### src/rtl/crt_serial_mod.sv
// Bit-serial shift-and-subtract reducer: result = dividend mod modulus.
// Takes XW cycles after start; done pulses with result valid.
// Assumes: modulus is nonzero at start; start is ignored while busy.
module crt_serial_mod #(
    parameter int XW = 64,
    parameter int MW = 32
) (
    input  logic          clk,
    input  logic          rst_n,
    input  logic          start,
    input  logic [XW-1:0] dividend,
    input  logic [MW-1:0] modulus,
    output logic          done,
    output logic [MW-1:0] result
);
    localparam int CW = $clog2(XW + 1);

    logic [XW-1:0] x_q;
    logic [MW-1:0] rem_q;
    logic [MW-1:0] mod_q;
    logic [CW-1:0] cnt_q;
    logic          busy_q;
    logic [MW:0]   trial;
    logic [MW-1:0] rem_nxt;

    // Shift one dividend bit into the remainder and subtract if it fits.
    always_comb begin
        trial = {rem_q, x_q[XW-1]};
        if (trial >= {1'b0, mod_q}) begin
            rem_nxt = MW'(trial - {1'b0, mod_q});
        end else begin
            rem_nxt = MW'(trial);
        end
    end

    // Load operands on start, then step once per cycle until all bits are consumed.
    always_ff @(posedge clk) begin
        if (!rst_n) begin
            x_q    <= '0;
            rem_q  <= '0;
            mod_q  <= '0;
            cnt_q  <= '0;
            busy_q <= 1'b0;
            done   <= 1'b0;
        end else begin
            done <= 1'b0;
            if (start && !busy_q) begin
                x_q    <= dividend;
                mod_q  <= modulus;
                rem_q  <= '0;
                cnt_q  <= CW'(XW);
                busy_q <= 1'b1;
            end else if (busy_q) begin
                rem_q <= rem_nxt;
                x_q   <= x_q << 1;
                cnt_q <= cnt_q - 1'b1;
                if (cnt_q == CW'(1)) begin
                    busy_q <= 1'b0;
                    done   <= 1'b1;
                end
            end
        end
    end

    assign result = rem_q;


    red_nonzero_chk: assert property (@(posedge clk) disable iff (!rst_n)
        start |-> modulus != '0);


    rem_range_chk: assert property (@(posedge clk) disable iff (!rst_n)
        busy_q |-> rem_q < mod_q);

endmodule

### config.mk
export PLATFORM = sky130hd
export DESIGN_NAME = crt_serial_mod
export DESIGN_NICKNAME = d
export VERILOG_FILES = /design/src/rtl/crt_serial_mod.sv
export SDC_FILE = /design/constraint.sdc
export NUM_CORES = 1
export LEC_CHECK = 0
export BUFFER_PORTS_ARGS = -buffer_cell sky130_fd_sc_hd__buf_2
export CAP_MARGIN = 20
export CORE_AREA = 4 4 137 139
export CTS_CLUSTER_DIAMETER = 30
export DETAILED_ROUTE_END_ITERATION = 8
export DIE_AREA = 0 0 141 143
export HOLD_SLACK_MARGIN = 0.12
export PLACE_DENSITY = 0.74
export SYNTH_ARGS = -nofsm -noshare
export SYNTH_HDL_FRONTEND = slang
export SYNTH_SLANG_ARGS = --single-unit
export TNS_END_PERCENT = 100
### constraint.sdc
create_clock -name clk -period 3.1 [get_ports clk]
set_input_delay 0.155 -clock clk [delete_from_list [all_inputs] [get_ports clk]]
set_output_delay 0.155 -clock clk [all_outputs]
set_load 0.005 [all_outputs]
# == After elaboration in Yosys (flattened, before gate mapping) ==
# Cells that the tools add are included.
# op_classes
n_addsub,2
mul,0
div,0
order_cmp,1
eq_ne,1
shifts,0
n_mux,9
bitwise_logic,2
n_reduce_logical,5
# ops
cell,n
2-to-1 mux 64 bit,2
>= comparator 33 x 32 -> 1 bit,1
2-to-1 mux 32 bit,1
subtractor 32 bit,1
2-to-1 mux 7 bit,2
== test 7 x 1 -> 1 bit (second input constant),1
subtractor 7 x 1 -> 7 bit (second input constant),1
2-to-1 mux 1 bit,4
OR reduction 3 bit,1
inverter 1 bit,2
nonzero test 2 bit,1
OR reduction 2 bit,1
logical AND 1 bit,1
zero test 1 bit,1
# word_totals
reg_bits,137
latchBits,0
mem_bits_rw,0
romBits,0
in_bits,99
output_inout_bits,33
elab_cells,27
memories,0

# == Logic depth before layout (Yosys ltp) ==
# logic_depth
word_depth,4
depth_mapped,14
mapped_depth_nobuf,13

# == Least setup slack after synthesis ==
# No wires, ideal clock.
# synth_timing
kind,reg-to-reg
from,register x_q[63]
to,register rem_q[24] (netlist: result[24])
arrival_ps,2757
path_slack_ps,223
path_stages_with_launch,14
path_cell_list,dfxtp_1 -> inv_1 -> ha_1 -> inv_1 -> fa_1 -> a211oi_1 -> o21bai_1 -> a31oi_1 -> o211ai_1 -> or3_1 -> a221o_1 -> a21oi_1 -> xor2_1 -> o21ai_1
# synth_via
elab_chain_cells,2
# synth_rtl
element,line,source
"start, declared",18,logic [XW-1:0] x_q;
"start signal, assigned",48,x_q <= dividend;
"start signal, assigned",55,x_q <= x_q << 1;
subtractor 32 bit or >= comparator 33 x 32 -> 1 bit (tied branches),"30, 29",
2-to-1 mux 32 bit *,29,"if (trial >= {1'b0, mod_q}) begin"
"end signal, assigned",54,rem_q <= rem_nxt;
"end, declared",19,logic [MW-1:0] rem_q;
# Every way passes the cells marked *; elsewhere a longest branch is shown, timed or not.
# A chain may end at the register's enable or synchronous reset.

# == Final worst setup path ==
# layout_timing
from,register mod_q[26]
to,register rem_q[2] (netlist: result[2])
# layout_via
elab_chain_cells,2
# layout_rtl
element,line,source
"start, declared",20,logic [MW-1:0] mod_q;
"start signal, assigned",49,mod_q <= modulus;
>= comparator 33 x 32 -> 1 bit,29,
2-to-1 mux 32 bit,29,
# No other way between the ends.

==> results.json <==
{
  "placed_cell_area_sq_um": 8558,
  "final_nets": 1248,
  "gp_congestion": 0.8999,
  "die_h_um": 143,
  "pin_count": 132,
  "yosys_warnings": 0,
  "p_sw_frac": 0.3453,
  "clock-sinks": 137,
  "dpl_worst_slack_ns": 0.06811,
  "grt_pass1_vias": 7147,
  "viasPerCell": 5.360,
  "synth-async-reset-ratio": 0,
  "finalSetupViolCount": 0,
  "p_per_area_nw_per_um2": 605.0,
  "clock_skew_ns": 0.01269,
  "design_area_sq_um": 10120,
  "yosys_most_used_dff": "dfxtp_1",
  "final.setup.tns_ns": 0,
  "multi_input_area_sq_um": 4587,
  "power_mw": 6.124,
  "route.vias.total": 7273,
  "hold_violations": 0,
  "status": "finished clean",
  "design.core.area_sq_um": 17660,
  "pwr-share-comb": 0.336,
  "initial_utilization": 0.4377,
  "synthDistinctLibCells": 59,
  "detail_route.wl_per_cell_um": 15.65,
  "synth-edff-count": 0,
  "route.detailed.drc": 0,
  "io_buffers": 131,
  "fmax_ghz": 0.3403,
  "end_kind": "register",
  "slew_headroom": 0.3611,
  "clk_latency_ns": 0.43,
  "die_area_sq_um": 20160,
  "grt_pass1_wl_um": 34650,
  "hold_end": "x_q[63]",
  "pwr-share-clk": 0.333,
  "grt_setup_unrepaired": "false",
  "grt.total_usage": 0.2097,
  "drive_gt1_frac": 0.1766,
  "critPathLaunchType": "register",
  "synthesis.area_sq_um": 7729,
  "r2r-end": "result[2]",
  "synth_top_family_by_area": "compound AO/OA/AOI/OAI gates",
  "reg2reg_depth": 11,
  "synth.yosys.seq_area_share": 0.3549,
  "cts.clk_slew.worst_paths_ns": 0.06,
  "critPathRequiredTime_ns": 3.37,
  "cp_max_fo": 17,
  "p_sw_mw": 2.115,
  "grt_max_degree": 98,
  "drt_iter0_drc": 399,
  "muxShareOfSynthArea": 0.1047,
  "grt_antenna_before_repair": 1,
  "chipWidth_um": 141,
  "synth-compound-area-share": 0.2459,
  "clk_path_buf_depth": 2,
  "critical_path_arrival_ns": 3.21,
  "area_growth_pct": 30.97,
  "synth-simple-area-share": 0.1493,
  "routed_wirelength_um": 21230,
  "worstSetupPathType": "reg2reg",
  "final.period_utilization": 0.9480,
  "final_util": 0.5733,
  "synth-adder-area-share": 0.05763,
  "avgSynthCellArea_sq_um": 8.437,
  "ir_worst_vdd_mv": 0.4554,
  "cts_tree": "built",
  "fillers": 1524,
  "reg2reg_slack_ns": 0.16,
  "p_leak_nw": 5.075,
  "cts_max_level": 4,
  "synth_fp_nets": 1050,
  "rows": 49,
  "fin_crit_ns": 2.939,
  "seqPwrFrac": 0.331,
  "post_cts_buffers": 0,
  "cap_violations": 0,
  "cts_root_buffer": "clkbuf_16",
  "synth_xor_area_frac": 0.03286,
  "dp.final_hpwl_um": 13580,
  "drv_slew": 0,
  "gr-total-overflow": 0,
  "register_area_sq_um": 2744,
  "hold_path_depth": 4,
  "synth_cells": 916,
  "hp-class": "in2reg",
  "reg2reg_from": "mod_q[26]",
  "min-delay-start": "dividend[63]",
  "fin_ws_ns": 0.1611,
  "numCtsBuffers": 17,
  "tightestPinTransition_ns": 0.9561,
  "final_antenna_net_count": 0,
  "ys_ff_latch": 137,
  "power.internal_mw": 4.009,
  "drtPass1Iterations": 5
}
## cells by family (layout without fill, tap and decap cells)
family,after synthesis,in the layout
buffers and inverters,106,317
flip-flops,137,137
adder cells (fa/ha/maj),35,35
XOR/XNOR,29,29
multiplexers,80,80
other,0,1
AND/OR/NAND/NOR,275,275
AO/OA/AOI/OAI,254,254
## power by group through the flow
stage	Sequential, mW	Clock [mW]	Combinational, mW
floorplan	2.03	0	1.46
global placement	2.05	0	1.87
detailed placement	2.06	0	1.90
CTS	2.02	2.07	2.01
global route	2.04	2.14	2.27
finish	2.03	2.04	2.06
## state kept, by name, indices dropped and copies added, names as in the netlist
name and count:
x_q 64, busy_q 1, result 32, cnt_q 7
done 1, mod_q 32
## metrics by stage
stage / instances / hold slack, ns
floorplan: 916 / 0.2999
global placement: 1229 / 0.4097
detailed placement: 1229 / 0.4180
CTS: 1356 / 0.1596
global route: 1357 / 0.1615
finish: 1357 / 0.1634
## synth_stat cells, drive strengths merged (7+ instances only)
| master | instances | area share |
|---|---|---|
| o211a | 63 | 0.082 |
| clkbuf | 54 | 0.026 |
| xor2 | 17 | 0.019 |
| nor2 | 53 | 0.026 |
| nand3 | 17 | 0.011 |
| o21ai | 23 | 0.015 |
| mux2i | 76 | 0.098 |
| nand4 | 10 | 0.0081 |
| buf | 11 | 0.0086 |
| xnor2 | 12 | 0.014 |
| inv | 40 | 0.019 |
| a211oi | 22 | 0.022 |
| nor3 | 10 | 0.0065 |
| dfxtp | 137 | 0.35 |
| a21oi | 59 | 0.038 |
| and3 | 7 | 0.0057 |
| a21boi | 34 | 0.033 |
| nand2 | 161 | 0.078 |
| a31oi | 7 | 0.0065 |
| a21o | 15 | 0.015 |
| ha | 34 | 0.055 |
## cells in the final DEF, fill, tap and decap left out, types with 7 or more instances in the layout
cell type,n
nand3_1,17
nand2_1,161
ha_1,34
nor2_1,53
buf_2,130
xnor2_1,12
a211oi_1,20
o21ai_0,21
and3_1,7
buf_4,18
inv_1,40
a21o_1,15
dfxtp_1,136
nor3_1,10
clkbuf_16,17
xor2_1,17
dlygate4sd3_1,95
a21oi_1,59
mux2i_1,76
a21boi_0,34
o211a_1,63
nand4_1,10
## metal layers
metal | wire [um] | up-vias | part of all wire | track usage
met3 | 926 | 38 | 0.044 | 0.04555
li1 | - | 3638 | - | -
met5 | 0 | - | 0 | 0
met4 | 471 | 0 | 0.022 | 0.06884
met2 | 10770 | 182 | 0.51 | 0.3843
met1 | 9066 | 3415 | 0.43 | 0.2429
## how the worst max path moves through the flow
stage               slack [ns]       from         end
finish                    0.16  mod_q[26]   result[2]
global route             0.006    x_q[63]  result[24]
CTS                       0.05  mod_q[26]  result[17]
detailed placement        0.07  mod_q[26]  result[17]
global placement          0.16  mod_q[26]  result[17]
floorplan                 0.22    x_q[63]  result[24]
## cell type report
type                            instances  share of cell area
Clock inverter                         14             0.01483
Timing Repair Buffer                  244              0.1735
Clock buffer                           18             0.04339
Multi-Input combinational cell        673              0.4532
Inverter                               41             0.01545
Antenna cell                            1           0.0002472
Tap cell                              229             0.02831
Sequential cell                       137              0.2711
## timing repair
item | 4_1_cts | 5_1_grt
resized for setup | 0 | 3
endpoints found under the setup margin | 0 | 8
hold endpoints to repair | 95 | 0
hold buffers | 95 | 0
## critical path, stage by stage (launching register included)
cell and delay (ns):
dfxtp_1 0.33, inv_1 0.05, ha_1 0.35, a21o_1 0.20
a21o_1 0.18, a221oi_2 0.26, a31oi_1 0.12, a2111o_1 0.45
a31o_4 0.34, mux2_4 0.33, mux2i_1 0.14, nor2_1 0.05
Power figures use the tool's default switching activity.
